===== config.mk =====
export PLATFORM = sky130hd
export DESIGN_NAME = rtc_secfrac
export DESIGN_NICKNAME = d
export VERILOG_FILES = /design/src/rtl/rtc_pkg.sv /design/src/rtl/rtc_frac_unit.sv /design/src/rtl/rtc_sec_unit.sv /design/src/rtl/rtc_read_snap.sv /design/src/rtl/rtc_secfrac.sv
export SDC_FILE = /design/constraint.sdc
export NUM_CORES = 1
export LEC_CHECK = 0
export CAP_MARGIN = 25
export CORE_MARGIN = 1.5
export CORE_UTILIZATION = 50
export DETAILED_ROUTE_END_ITERATION = 10
export HOLD_SLACK_MARGIN = 0.08
export PLACE_DENSITY = 0.77
export SYNTH_ARGS = -nofsm -noshare
export SYNTH_HDL_FRONTEND = slang
export SYNTH_SLANG_ARGS = --single-unit

===== constraint.sdc =====
create_clock -name clk -period 4.73 [get_ports clk]
set_clock_uncertainty 0.1 [all_clocks]
set_input_delay 1.1825 -clock clk [delete_from_list [all_inputs] [get_ports clk]]
set_output_delay 1.1825 -clock clk [all_outputs]
set_load 0.03 [all_outputs]

===== src/rtl/rtc_pkg.sv =====
package rtc_pkg;

    // Read-port half selector; the encoding matches the rd_sel_i pin.
    typedef enum logic {
        RD_SEC  = 1'b0,
        RD_FRAC = 1'b1
    } rtc_rd_sel_e;

endpackage


===== src/rtl/rtc_frac_unit.sv =====
module rtc_frac_unit #(
    parameter int          NS_W        = 32,
    parameter int unsigned NS_PER_TICK = 10,
    parameter int unsigned NS_WRAP     = 1_000_000_000
) (
    input  logic            clk,
    input  logic            rst_n,
    input  logic            tick_i,
    input  logic            load_i,
    input  logic [NS_W-1:0] load_ns_i,
    output logic [NS_W-1:0] ns_o,
    output logic            carry_o
);

    localparam logic [NS_W:0] INC_W  = (NS_W+1)'(NS_PER_TICK);
    localparam logic [NS_W:0] WRAP_W = (NS_W+1)'(NS_WRAP);

    typedef struct packed {
        logic [NS_W-1:0] ns;
    } frac_state_t;

    frac_state_t st_d, st_q;
    logic [NS_W:0]   sum_d;
    logic [NS_W-1:0] wrapped_d;
    logic            wrap_d;
    logic            carry_d;

    always_comb begin
        st_d      = st_q;
        carry_d   = 1'b0;
        sum_d     = {1'b0, st_q.ns} + INC_W;
        wrap_d    = (sum_d >= WRAP_W);
        wrapped_d = NS_W'(sum_d - WRAP_W);
        if (load_i) begin
            st_d.ns = load_ns_i;
        end else if (tick_i) begin
            carry_d = wrap_d;
            st_d.ns = wrap_d ? wrapped_d : sum_d[NS_W-1:0];
        end
    end

    always_ff @(posedge clk or negedge rst_n) begin
        if (!rst_n) begin
            st_q <= '0;
        end else begin
            st_q <= st_d;
        end
    end

    assign ns_o    = st_q.ns;
    assign carry_o = carry_d;

endmodule


===== src/rtl/rtc_sec_unit.sv =====
module rtc_sec_unit #(
    parameter int SEC_W = 32
) (
    input  logic             clk,
    input  logic             rst_n,
    input  logic             carry_i,
    input  logic             load_i,
    input  logic [SEC_W-1:0] load_sec_i,
    output logic [SEC_W-1:0] sec_o
);

    typedef struct packed {
        logic [SEC_W-1:0] sec;
    } sec_state_t;

    sec_state_t st_d, st_q;

    always_comb begin
        st_d = st_q;
        if (load_i) begin
            st_d.sec = load_sec_i;
        end else if (carry_i) begin
            // wraps silently at all ones
            st_d.sec = st_q.sec + SEC_W'(1);
        end
    end

    always_ff @(posedge clk or negedge rst_n) begin
        if (!rst_n) begin
            st_q <= '0;
        end else begin
            st_q <= st_d;
        end
    end

    assign sec_o = st_q.sec;

endmodule


===== src/rtl/rtc_read_snap.sv =====
module rtc_read_snap
    import rtc_pkg::*;
#(
    parameter int SEC_W  = 32,
    parameter int NS_W   = 32,
    parameter int DATA_W = 32
) (
    input  logic              clk,
    input  logic              rst_n,
    input  logic              rd_en_i,
    input  rtc_rd_sel_e       rd_sel_i,
    input  logic [SEC_W-1:0]  sec_i,
    input  logic [NS_W-1:0]   ns_i,
    output logic              rd_valid_o,
    output logic [DATA_W-1:0] rd_data_o
);

    typedef struct packed {
        logic              valid;
        logic [DATA_W-1:0] data;
        logic [NS_W-1:0]   snap;
    } rd_state_t;

    rd_state_t st_d, st_q;

    always_comb begin
        st_d       = st_q;
        st_d.valid = rd_en_i;
        if (rd_en_i) begin
            unique case (rd_sel_i)
                RD_SEC: begin
                    st_d.data = DATA_W'(sec_i);
                    st_d.snap = ns_i;
                end
                RD_FRAC: begin
                    st_d.data = DATA_W'(st_q.snap);
                end
                default: begin
                    st_d.data = st_q.data;
                end
            endcase
        end
    end

    always_ff @(posedge clk or negedge rst_n) begin
        if (!rst_n) begin
            st_q <= '0;
        end else begin
            st_q <= st_d;
        end
    end

    assign rd_valid_o = st_q.valid;
    assign rd_data_o  = st_q.data;

endmodule


===== src/rtl/rtc_secfrac.sv =====
module rtc_secfrac
    import rtc_pkg::*;
#(
    parameter int          SEC_W       = 32,
    parameter int          NS_W        = 32,
    parameter int unsigned NS_PER_TICK = 10,
    parameter int unsigned NS_WRAP     = 1_000_000_000,
    localparam int         DATA_W      = (SEC_W > NS_W) ? SEC_W : NS_W
) (
    input  logic              clk,
    input  logic              rst_n,
    input  logic              tick_i,
    input  logic              load_i,
    input  logic [SEC_W-1:0]  load_sec_i,
    input  logic [NS_W-1:0]   load_ns_i,
    input  logic              rd_en_i,
    input  logic              rd_sel_i,
    output logic [SEC_W-1:0]  sec_o,
    output logic [NS_W-1:0]   ns_o,
    output logic              rd_valid_o,
    output logic [DATA_W-1:0] rd_data_o
);

    logic        carry;
    rtc_rd_sel_e rd_sel;

    assign rd_sel = rtc_rd_sel_e'(rd_sel_i);

    rtc_frac_unit #(
        .NS_W        (NS_W),
        .NS_PER_TICK (NS_PER_TICK),
        .NS_WRAP     (NS_WRAP)
    ) u_frac (
        .clk       (clk),
        .rst_n     (rst_n),
        .tick_i    (tick_i),
        .load_i    (load_i),
        .load_ns_i (load_ns_i),
        .ns_o      (ns_o),
        .carry_o   (carry)
    );

    rtc_sec_unit #(
        .SEC_W (SEC_W)
    ) u_sec (
        .clk        (clk),
        .rst_n      (rst_n),
        .carry_i    (carry),
        .load_i     (load_i),
        .load_sec_i (load_sec_i),
        .sec_o      (sec_o)
    );

    rtc_read_snap #(
        .SEC_W  (SEC_W),
        .NS_W   (NS_W),
        .DATA_W (DATA_W)
    ) u_rd (
        .clk        (clk),
        .rst_n      (rst_n),
        .rd_en_i    (rd_en_i),
        .rd_sel_i   (rd_sel),
        .sec_i      (sec_o),
        .ns_i       (ns_o),
        .rd_valid_o (rd_valid_o),
        .rd_data_o  (rd_data_o)
    );

endmodule


==> reports/results.tsv, run 1 <==
stage	metric	value	unit
outcome	outcome	complete, no violations	
global_routing	number of global-route vias before repair	8004	
job	total of max-cap violations	0	
clocking	cts bufs inserted	17	
power_and_ir_drop	switching share of power	36.5	%
global_routing	gr ovfl total	0	
placement	port bufs	166	
logic_synthesis	Yosys Warn Count	0	
global_routing	largest net degree at the start of global routing	130	
logic_synthesis	largest area contributor in the netlist	dfrtp_1	
logic_synthesis	top_reg_cell synth	dfrtp_1	
power_and_ir_drop	power per cell area	403	nW/um2
layout	Layout Nets	1197	
sta	FMAX	0.222	GHz
clocking	Clock Latency Late Sink	430	ps
worst_setup_path	critical path class	flop to flop	
layout	ant diodes	0	
global_routing	initial antenna violation count	0	
logic_synthesis	register area share after synthesis	36.9	%
layout	Final Non-Filler Cells	1362	
drt	Residual DRC	0	
sta	Fin. Hold Viols	0	
logic_synthesis	FF+latch count, synth	129	
sta	post-layout worst setup margin	228	ps
sta	setup_tns	0	ps
die	Die Ht	135	um
worst_setup_path	Crit Path Max Fanout	16	
global_routing	global-route wire length before repair	44.8	mm
worst_setup_path	critical path endpoint category	flop	
sta	min Tclk post-route	4500	ps
clocking	Bufs on Longest Clock Path	2	
logic_synthesis	adder-cell share of the synthesized area	0.429	%
worst_setup_path	CP max-delay cell	a2111oi_1	
worst_setup_path	Critical R2R Capture	u_frac.ns_o[28]$_DFFE_PN0N_	
layout	P&R area growth vs syn	26.7	%
placement	HPWL after DPL	20.6	mm
worst_setup_path	crit path launch type	flop	
die	num rows	48	
clocking	CTS tree	yes	
logic_synthesis	Mapped Area	8750	um2
power_and_ir_drop	LEAKAGE	4.37	nW
drt	Avg Vias per Cell	6.25	
clocking	clk sinks	129	
placement	pre-CTS WS	177	ps
worst_setup_path	reg2reg setup slack	230	ps
worst_setup_path	max incr delay on CP	620	ps
placement	placed cells	1330	
clocking	post_cts resized	0	
sta	fin crit share	95.2	%
layout	share of cells above drive strength 1	12.3	%
power_and_ir_drop	Sw Pwr	0.00163	W
power_and_ir_drop	Comb pwr share	32.9	%
worst_setup_path	sequence of cells on the critical path	ha_1 > o211a_1 > nand3_1 > a2111oi_1 > mux2_2 > nor2_1 > a41oi_1 > o21ai_4 > buf_4 > o211ai_1 > o221ai_1 > or3b_1	
worst_setup_path	required time worst endpoint	4930	ps
clocking	hold_buf cts	0	
min_path	Hold Crit Class	flop to flop	
logic_synthesis	distinct cell type count after synthesis	87	
min_path	min-delay src	u_rd.st_q[22]$_DFFE_PN0P_	
clocking	Reg clk slew, reported paths	70	ps
clocking	CTS root buffer	clkbuf_16	
logic_synthesis	Synth Area in Simple Gates	22.9	%
logic_synthesis	syn_area_per_cell	8.70	um2
logic_synthesis	complex-gate fraction of the synthesized area	19.9	%
sta	Rel. slew slack	53.7	%
logic_synthesis	largest cells by area after synthesis	dfrtp_1 (37%), nand2_1 (4.4%), mux2_2 (4.4%), mux2i_1 (4.2%), nor2_1 (4.0%)	
worst_setup_path	CP Data Arrival Time	4700	ps
logic_synthesis	Gate Count Post-Synth	1006	
power_and_ir_drop	Seq pwr share	33.8	%
drt	wire per inst	21.2	um
logic_synthesis	syn nets	1079	
logic_synthesis	EDFF count, synth	0	
logic_synthesis	mux cell area share after synthesis	8.61	%
sta	Slew Viols, Final	0	
drt	Final ANT Viol Nets	0	
die	total die area	18300	um2
drt	vias	8519	
logic_synthesis	top cell type's share of synthesized area	36.9	%
sta	worst-margin pin slew	695	ps
worst_setup_path	reg2reg start	u_frac.ns_o[1]$_DFFE_PN0N_	
die	initial core utilization	50.9	%
clocking	H-tree level count	4	
placement	gpl congestion	0.988	
power_and_ir_drop	worst ir drop on vdd	0.000270	V
logic_synthesis	ys async rst share	100	%
sta	# setup viols final	0	
die	core area	17200	um2
clocking	Post-CTS Setup Bufs	0	
drt	Pre-antenna DRT Iters	5	
drt	Routed WL	28.8	mm
layout	fill cell count	1433	
power_and_ir_drop	clock share of power	33.3	%
logic_synthesis	Post-Synth XOR/XNOR Area	3.30	%
die	Die W	135	um
worst_setup_path	crit path to	u_frac.ns_o[28]$_DFFE_PN0N_	
logic_synthesis	largest family of logic cells by synthesized area	simple AND/OR/NAND/NOR gates	
die	Top-Level Pins	167	
drt	first-iteration detailed-routing DRC count	832	
worst_setup_path	reg2reg path depth	12	
sta	RSZ-0062 raised after global routing	false	
power_and_ir_drop	Pint	0.00284	W
global_routing	Total Routing Usage GR	31.9	%
worst_setup_path	CP startpoint	u_frac.ns_o[1]$_DFFE_PN0N_	
-- routing by layer --
metal / track usage (%) / share of wire (%)
met5: 0 / 0
met4: 9.62 / 2.1
met3: 7.11 / 8.5
met2: 50.3 / 47
met1: 43.8 / 43
-- placed cells by master, fill, tap and decap left out, types with 6 or more instances in the layout --
master,Yosys,final
clkbuf_16,0,17
a2111oi_0,7,6
or4_1,7,7
nand2_1,102,102
nand3_1,32,32
xor2_1,12,12
and3_1,9,9
nor3_1,23,23
nand4_1,27,27
a211oi_1,6,6
dfrtp_1,129,129
clkdlybuf4s50_1,0,162
xnor2_1,21,21
inv_1,26,26
mux2i_1,37,37
o31ai_1,6,6
a21oi_1,63,63
buf_4,41,43
o2111ai_1,7,7
nand2b_1,6,6
and2_1,12,12
nor4_1,9,9
and4_1,6,6
o21ai_0,50,50
a31oi_1,15,15
o311ai_0,8,8
or3_1,19,19
nor2_1,94,94
o211ai_1,20,20
mux2_2,34,34
-- cell type report --
class                      count  area (um2)  share of cell area, %
clock inverter                14         226                   2.04
inverter                      26        97.6                  0.880
clock buffer                  18         429                   3.87
tap                          225         282                   2.54
timing repair buffer         208        1970                   17.8
multi-input combinational    742        4850                   43.7
sequential                   129        3230                   29.1
-- power groups by stage --
stage / clock network, W / registers [W] / logic (W)
floorplan: 0 / 0.00158 / 0.000847
global placement: 0 / 0.00151 / 0.00143
detailed placement: 0 / 0.00152 / 0.00144
CTS: 0.00149 / 0.00151 / 0.00145
global route: 0.00155 / 0.00154 / 0.00157
finish: 0.00149 / 0.00151 / 0.00147
-- flip-flops by register name, summed over array words and instances (netlist names) --
signal and count:
u_frac.ns_o 32, u_rd.rd_data_o 32, u_rd.rd_valid_o 1, u_sec.sec_o 32, u_rd.st_q 32
-- worst min-delay path by stage --
stage                                 to  slack, ps  depth (start not counted)
4_1_cts        u_rd.st_q[26]$_DFFE_PN0P_        410                          1
3_5_place_dp   u_rd.st_q[26]$_DFFE_PN0P_        400                          1
6_report       u_rd.st_q[22]$_DFFE_PN0P_        410                          1
5_1_grt        u_rd.st_q[22]$_DFFE_PN0P_        430                          1
2_1_floorplan   u_rd.st_q[0]$_DFFE_PN0P_        380                          1
3_3_place_gp   u_rd.st_q[22]$_DFFE_PN0P_        390                          1
-- worst max-delay path: cells and delay by family, from the launching register on --
kind | cells | cell delay (ps)
adders and majority gates | 1 | 380
DFF | 1 | 540
AOI/OAI and AO/OA | 6 | 2090
buffers and inverters | 1 | 270
and+or+nand+nor | 3 | 720
muxes | 1 | 250
-- cells in the mapped netlist (4+ instances only) --
| cell type | n |
|---|---|
| buf_2 | 18 |
| buf_1 | 8 |
| or3_1 | 19 |
| o31ai_1 | 6 |
| nor2b_1 | 6 |
| o21ai_0 | 50 |
| a221o_1 | 4 |
| a31oi_1 | 15 |
| nand2b_1 | 6 |
| and4_1 | 6 |
| and3_1 | 9 |
| buf_4 | 41 |
| nor3_1 | 23 |
| dfrtp_1 | 129 |
| nand3_1 | 32 |
| or4_1 | 7 |
| clkbuf_1 | 39 |
| o311ai_0 | 8 |
| a21oi_1 | 63 |
| and2_1 | 12 |
| a211oi_1 | 6 |
| nand4_1 | 27 |
| nand3b_1 | 5 |
| o21ai_1 | 4 |
| xor2_1 | 12 |
| o2111ai_1 | 7 |
| xnor2_1 | 21 |
| a2111oi_0 | 7 |
| o22ai_1 | 5 |
| nand2_1 | 102 |
| mux2i_1 | 37 |
| nor4_1 | 9 |
| mux2_2 | 34 |
| o211ai_1 | 20 |
| inv_1 | 26 |
| nor2_1 | 94 |
-- through the flow --
stage          total power, W  instance area (um2)  hold slack (ps)  utilization, %
3_3_place_gp          0.00294                10400              390            60.6
4_1_cts               0.00446                11100              410            64.4
6_report              0.00447                11100              410            64.6
5_1_grt               0.00466                11100              426            64.6
2_1_floorplan         0.00243                 8750              380               -
3_5_place_dp          0.00297                10400              396            60.6
-- cell families (layout without fill, tap and decap cells) --
kind of cell / count (synthesis) / count (layout)
buffers and inverters: 135 / 266
and+or+nand+nor: 384 / 384
adders and majority gates: 3 / 3
DFF: 129 / 129
xor gates and xnor gates: 33 / 33
AOI/OAI and AO/OA: 251 / 251
muxes: 71 / 71
Note: power is estimated with default switching activity, not from simulation.
==> run 2: changes to the inputs <==
CAP_MARGIN = unset   (was 25)
CORE_UTILIZATION = 53   (was 50)
PLACE_DENSITY = 0.81   (was 0.77)
==> reports/results.tsv, run 2 (synthesis gave the netlist of run 1 again) <==
stage	metric	value	unit	change
die	Die W	131	um	was 135 um
power_and_ir_drop	worst ir drop on vdd	0.000263	V	was 0.000270 V
die	Top-Level Pins	167		unchanged
drt	vias	8627		was 8519
worst_setup_path	critical path class	flop to flop		unchanged
layout	most frequent cells in the layout	clkdlybuf4s50_1 (162), dfrtp_1 (129), nand2_1 (102)		unchanged
sta	Rel. slew slack	48.4	%	was 53.7%
clocking	CTS tree	yes		unchanged
sta	min Tclk post-route	4370	ps	was 4500 ps
clocking	post_cts resized	0		unchanged
min_path	Hold Crit Class	flop to flop		unchanged
die	core area	16000	um2	was 17200 um2
power_and_ir_drop	LEAKAGE	4.33	nW	was 4.37 nW
drt	Pre-antenna DRT Iters	5		unchanged
drt	wire per inst	21.1	um	was 21.2 um
drt	Residual DRC	0		unchanged
layout	P&R area growth vs syn	25.8	%	was 26.7%
sta	Fin. Hold Viols	0		unchanged
clocking	Reg clk slew, reported paths	60	ps	was 70 ps
sta	worst-margin pin slew	767	ps	was 695 ps
die	num rows	46		was 48
layout	ant diodes	0		unchanged
drt	first-iteration detailed-routing DRC count	960		was 832
global_routing	global-route wire length before repair	46.0	mm	was 44.8 mm
placement	pre-CTS WS	321	ps	was 177 ps
placement	HPWL after DPL	20.4	mm	was 20.6 mm
layout	Final Cell Area	11000	um2	was 11100 um2
sta	RSZ-0062 raised after global routing	false		unchanged
layout	share of cells above drive strength 1	12.6	%	was 12.3%
placement	Placed Area	10400	um2	about the same
sta	setup_tns	0	ps	unchanged
placement	port bufs	166		unchanged
clocking	hold_buf cts	0		unchanged
placement	gpl congestion	1.04		was 0.988
layout	commonest non-fill, non-tap cell in the layout	clkdlybuf4s50_1		unchanged
drt	Final ANT Viol Nets	0		unchanged
drt	Avg Vias per Cell	6.37		was 6.25
min_path	Hold Path Depth	1		unchanged
clocking	cts bufs inserted	17		unchanged
clocking	Post-CTS Setup Bufs	0		unchanged
die	total die area	17300	um2	was 18300 um2
worst_setup_path	Crit Path Max Fanout	22		was 16
worst_setup_path	critical path endpoint category	flop		unchanged
sta	fin crit share	92.3	%	was 95.2%
clocking	H-tree level count	4		unchanged
power_and_ir_drop	power per cell area	393	nW/um2	was 403 nW/um2
clocking	Clock Latency Late Sink	430	ps	about the same
global_routing	largest net degree at the start of global routing	73		was 130
worst_setup_path	reg2reg path depth	11		was 12
sta	Slew Viols, Final	0		unchanged
job	total of max-cap violations	0		unchanged
global_routing	Total Routing Usage GR	33.5	%	was 31.9%
worst_setup_path	required time worst endpoint	4990	ps	was 4930 ps
clocking	CTS root buffer	clkbuf_16		unchanged
outcome	outcome	complete, no violations		unchanged
layout	Layout Nets	1199		was 1197
worst_setup_path	crit path launch type	flop		unchanged
sta	post-layout worst setup margin	364	ps	was 228 ps
global_routing	gr ovfl total	0		unchanged
sta	# setup viols final	0		unchanged
worst_setup_path	CP Data Arrival Time	4630	ps	was 4700 ps
layout	fill cell count	1297		was 1433
die	initial core utilization	54.7	%	was 50.9%
die	Die Ht	131	um	was 135 um
layout	FF+latch area	3230	um2	unchanged
layout	multi-input logic area	4840	um2	was 4850 um2
global_routing	number of global-route vias before repair	8320		was 8004
sta	FMAX	0.229	GHz	was 0.222 GHz
global_routing	initial antenna violation count	1		was 0
clocking	Bufs on Longest Clock Path	2		unchanged
drt	Routed WL	28.6	mm	was 28.8 mm
clocking	clk sinks	129		unchanged
run 2: changes by cell type in the layout (fill, tap and decap cells not counted), sizes merged:
cell / previous run / this run
clkinvlp: 1 / 2
bufinv: 5 / 2
inv: 31 / 32
buf: 46 / 48
clkbuf: 18 / 19
run 2: path summary, 6_finish.rpt:
path                                       startpoint                            end  slack [ps]
min in group asynchronous                       rst_n  u_rd.rd_data_o[8]$_DFFE_PN0P_         710
setup / recovery           u_frac.ns_o[1]$_DFFE_PN0N_    u_frac.ns_o[16]$_DFFE_PN0N_         360
hold / removal              u_rd.st_q[17]$_DFFE_PN0P_      u_rd.st_q[17]$_DFFE_PN0P_         410
hold reg to reg             u_rd.st_q[17]$_DFFE_PN0P_      u_rd.st_q[17]$_DFFE_PN0P_         410
max in group asynchronous                       rst_n    u_frac.ns_o[21]$_DFFE_PN0N_        2820
setup reg to reg           u_frac.ns_o[1]$_DFFE_PN0N_    u_frac.ns_o[16]$_DFFE_PN0N_         360
run 2: worst max-delay path, stage by stage, from the launching register on:
cell,delay (ps)
dfrtp_1,510
ha_1,380
o211a_1,360
nand3_1,190
a2111oi_1,640
mux2_2,260
nor2_1,40
a41oi_1,410
o21a_2,560
a2111oi_0,220
or4_1,510
nand3_1,90
run 2: power by group:
part / leakage (nW) / switching [W] / internal (W) / total [W]
registers: 1.52 / 0.000228 / 0.00129 / 0.00152
clock network: 0.286 / 0.000538 / 0.000798 / 0.00134
logic: 2.53 / 0.000863 / 0.000598 / 0.00146
run 2: layout make-up:
class,count,share of cell area [%]
repair buffers,210,18.0
multi-input cells,742,44.0
clock inverters,13,1.33
well taps,216,2.46
flip-flops and latches,129,29.3
inverters,26,0.887
clock buffers,19,4.03
run 2: stage by stage:
step	hold WS (ps)	instances	util [%]	power [W]
floorplan	380	1006	-	0.00243
finish	410	1355	68.8	0.00432
global route	423	1355	68.8	0.00449
detailed placement	396	1323	65.0	0.00296
CTS	409	1355	68.7	0.00430
global placement	392	1323	65.0	0.00294
run 2: layer usage:
metal,vias up,track usage (%),wire [um]
li1,3920,-,-
met1,4203,47.4,12400
met2,444,52.0,13200
met3,60,5.83,2320
met4,0,11.5,713
met5,-,0,0
==> run 3: changes to the inputs <==
clock period = 4.65 ns   (was 4.73 ns; I/O delays follow)
==> reports/results.tsv, run 3 (synthesis gave the netlist of run 1 again) <==
stage	metric	value	unit	change
die	Die Ht	131	um	unchanged
worst_setup_path	CP startpoint	u_frac.ns_o[8]$_DFFE_PN0N_		was u_frac.ns_o[1]$_DFFE_PN0N_
power_and_ir_drop	Comb pwr share	34.9	%	was 33.8%
job	total of max-cap violations	0		unchanged
worst_setup_path	crit path launch type	flop		unchanged
clocking	cts bufs inserted	17		unchanged
power_and_ir_drop	Sw Pwr	0.00167	W	was 0.00163 W
worst_setup_path	reg2reg start	u_frac.ns_o[8]$_DFFE_PN0N_		was u_frac.ns_o[1]$_DFFE_PN0N_
global_routing	GRT busiest layer	met2		unchanged
min_path	Hold Crit Class	flop to flop		unchanged
global_routing	initial antenna violation count	0		was 1
global_routing	met1 Use GR	47.5	%	was 47.4%
worst_setup_path	critical path endpoint category	flop		unchanged
drt	wire per inst	21.3	um	was 21.1 um
sta	Fin. Hold Viols	0		unchanged
drt	first-iteration detailed-routing DRC count	998		was 960
drt	vias	8682		was 8627
global_routing	number of global-route vias before repair	8189		was 8320
clocking	Bufs on Longest Clock Path	2		unchanged
layout	commonest non-fill, non-tap cell in the layout	clkdlybuf4s50_1		unchanged
sta	Slew Viols, Final	0		unchanged
sta	Rel. slew slack	33.5	%	was 48.4%
sta	# setup viols final	0		unchanged
drt	Avg Vias per Cell	6.37		about the same
worst_setup_path	logic depth of the worst setup path including buffers	12		was 11
layout	ant diodes	0		unchanged
power_and_ir_drop	worst ir drop on vdd	0.000251	V	was 0.000263 V
die	Top-Level Pins	167		unchanged
global_routing	met2 Usage GRT	52.0	%	about the same
global_routing	global-route wire length before repair	45.9	mm	was 46.0 mm
die	num rows	46		unchanged
worst_setup_path	Top Family by Delay on Critical Path	compound AO/OA/AOI/OAI gates		unchanged
clocking	H-tree level count	4		unchanged
power_and_ir_drop	power per cell area	396	nW/um2	was 393 nW/um2
layout	P&R area growth vs syn	26.3	%	was 25.8%
global_routing	largest net degree at the start of global routing	75		was 73
global_routing	Total Routing Usage GR	33.4	%	was 33.5%
outcome	outcome	complete, no violations		unchanged
layout	fill cell count	1282		was 1297
layout	most frequent cells in the layout	clkdlybuf4s50_1 (162), dfrtp_1 (129), nand2_1 (102)		unchanged
power_and_ir_drop	LEAKAGE	4.37	nW	was 4.33 nW
worst_setup_path	max incr delay on CP	540	ps	was 640 ps
worst_setup_path	Critical R2R Capture	u_sec.sec_o[24]$_DFFE_PN0P_		was u_frac.ns_o[16]$_DFFE_PN0N_
worst_setup_path	sequence of cells on the critical path	and3_2 > nand4_1 > buf_4 > nor3_1 > xnor2_1 > a2111oi_2 > nand4b_2 > o21a_2 > buf_4 > a2111oi_1 > nor3_1 > a221o_1		was ha_1 > o211a_1 > nand3_1 > a2111oi_1 > mux2_2 > nor2_1 > a41oi_1 > o21a_2 > a2111oi_0 > or4_1 > nand3_1
clocking	CTS root buffer	clkbuf_16		unchanged
power_and_ir_drop	Seq pwr share	34.8	%	was 35.2%
sta	RSZ-0062 raised after global routing	false		unchanged
die	core area	16000	um2	unchanged
power_and_ir_drop	switching share of power	38.2	%	was 37.7%
power_and_ir_drop	Pint	0.00270	W	was 0.00269 W
drt	Pre-antenna DRT Iters	6		was 5
sta	worst-margin pin slew	996	ps	was 767 ps
drt	Residual DRC	0		unchanged
drt	Routed WL	29.0	mm	was 28.6 mm
sta	fin crit share	92.8	%	was 92.3%
global_routing	gr ovfl total	0		unchanged
layout	share of cells above drive strength 1	13.2	%	was 12.6%
placement	port bufs	166		unchanged
worst_setup_path	worst path buffer plus inverter count	2		was 0
clocking	Post-CTS Setup Bufs	0		unchanged
clocking	clk sinks	129		unchanged
die	total die area	17300	um2	unchanged
clocking	hold_buf cts	0		unchanged
clocking	post_cts resized	0		unchanged
sta	setup_tns	0	ps	unchanged
die	Die W	131	um	unchanged
die	initial core utilization	54.7	%	unchanged
worst_setup_path	Crit Path Max Fanout	28		was 22
clocking	CTS tree	yes		unchanged
clocking	Clock Latency Late Sink	420	ps	was 430 ps
drt	Final ANT Viol Nets	0		unchanged
sta	FMAX	0.232	GHz	was 0.229 GHz
clocking	Reg clk slew, reported paths	60	ps	about the same
worst_setup_path	reg2reg setup slack	340	ps	was 360 ps
worst_setup_path	critical path class	flop to flop		unchanged
power_and_ir_drop	total power	0.00438	W	was 0.00432 W
placement	gpl congestion	1.02		was 1.04
layout	Layout Nets	1206		was 1199
worst_setup_path	required time worst endpoint	4850	ps	was 4990 ps
worst_setup_path	reg2reg path depth	12		was 11
worst_setup_path	CP Data Arrival Time	4510	ps	was 4630 ps
placement	HPWL after DPL	21.1	mm	was 20.4 mm
worst_setup_path	CP max-delay cell	dfrtp_1		was a2111oi_1
worst_setup_path	crit path to	u_sec.sec_o[24]$_DFFE_PN0P_		was u_frac.ns_o[16]$_DFFE_PN0N_
global_routing	routing usage on met3	5.52	%	was 5.83%
power_and_ir_drop	clock share of power	30.2	%	was 30.9%
sta	min Tclk post-route	4310	ps	was 4370 ps
[run 3: changes by cell type in the layout (fill, tap and decap cells not counted), sizes merged]
cell,change
clkbuf,-1
clkinv,+2
bufinv,-1
buf,+7
[run 3: how the worst min path moves through the flow]
stage / slack [ps] / to / depth (start not counted) / startpoint
global route: 420 / u_rd.st_q[24]$_DFFE_PN0P_ / 1 / u_rd.st_q[24]$_DFFE_PN0P_
detailed placement: 400 / u_rd.st_q[24]$_DFFE_PN0P_ / 1 / u_rd.st_q[24]$_DFFE_PN0P_
floorplan: 380 / u_rd.st_q[0]$_DFFE_PN0P_ / 1 / u_rd.st_q[0]$_DFFE_PN0P_
finish: 410 / u_rd.st_q[24]$_DFFE_PN0P_ / 1 / u_rd.st_q[24]$_DFFE_PN0P_
CTS: 410 / u_rd.st_q[24]$_DFFE_PN0P_ / 1 / u_rd.st_q[24]$_DFFE_PN0P_
global placement: 390 / u_rd.st_q[26]$_DFFE_PN0P_ / 1 / u_rd.st_q[26]$_DFFE_PN0P_
[run 3: metrics by stage]
step | hold WS [ps] | util [%] | cell area [um2] | std cells | setup WS (ps)
final | 409 | 69.0 | 11000 | 1362 | 337
after global routing | 417 | 69.0 | 11000 | 1362 | 8.44
after CTS | 410 | 69.0 | 11000 | 1362 | 323
after detailed placement | 398 | 65.3 | 10500 | 1330 | 371
after global placement | 391 | 65.3 | 10500 | 1330 | 532
after floorplan | 380 | - | 8750 | 1006 | 887
[run 3: layer usage]
metal	vias to the layer above	share of wire (%)
met4	0	3.0
met5	-	0
met1	4190	43
met3	61	8.2
met2	503	46
li1	3928	-
[run 3: final cells by class]
class                           count  area [um2]  area share, %
Multi-Input combinational cell    742        4840           43.8
Sequential cell                   129        3230           29.2
Timing Repair Buffer              217        2030           18.4
Clock buffer                       18         439           3.98
Tap cell                          216         270           2.45
Clock inverter                     14         145           1.31
Inverter                           26        97.6          0.883
[run 3: worst reg2reg max path: cells and delay by family (launching register included)]
kind | cells | cell delay, ps
xor+xnor | 1 | 120
buf+inv | 2 | 640
compound gates | 4 | 1460
flops | 1 | 540
simple gates | 5 | 1320
[run 3: power groups by stage]
stage          clock network (W)  registers [W]  logic (W)
4_1_cts                  0.00133        0.00152    0.00151
3_3_place_gp                   0        0.00153    0.00148
2_1_floorplan                  0        0.00161   0.000862
6_report                 0.00132        0.00153    0.00153
3_5_place_dp                   0        0.00154    0.00150
5_1_grt                  0.00138        0.00155    0.00162
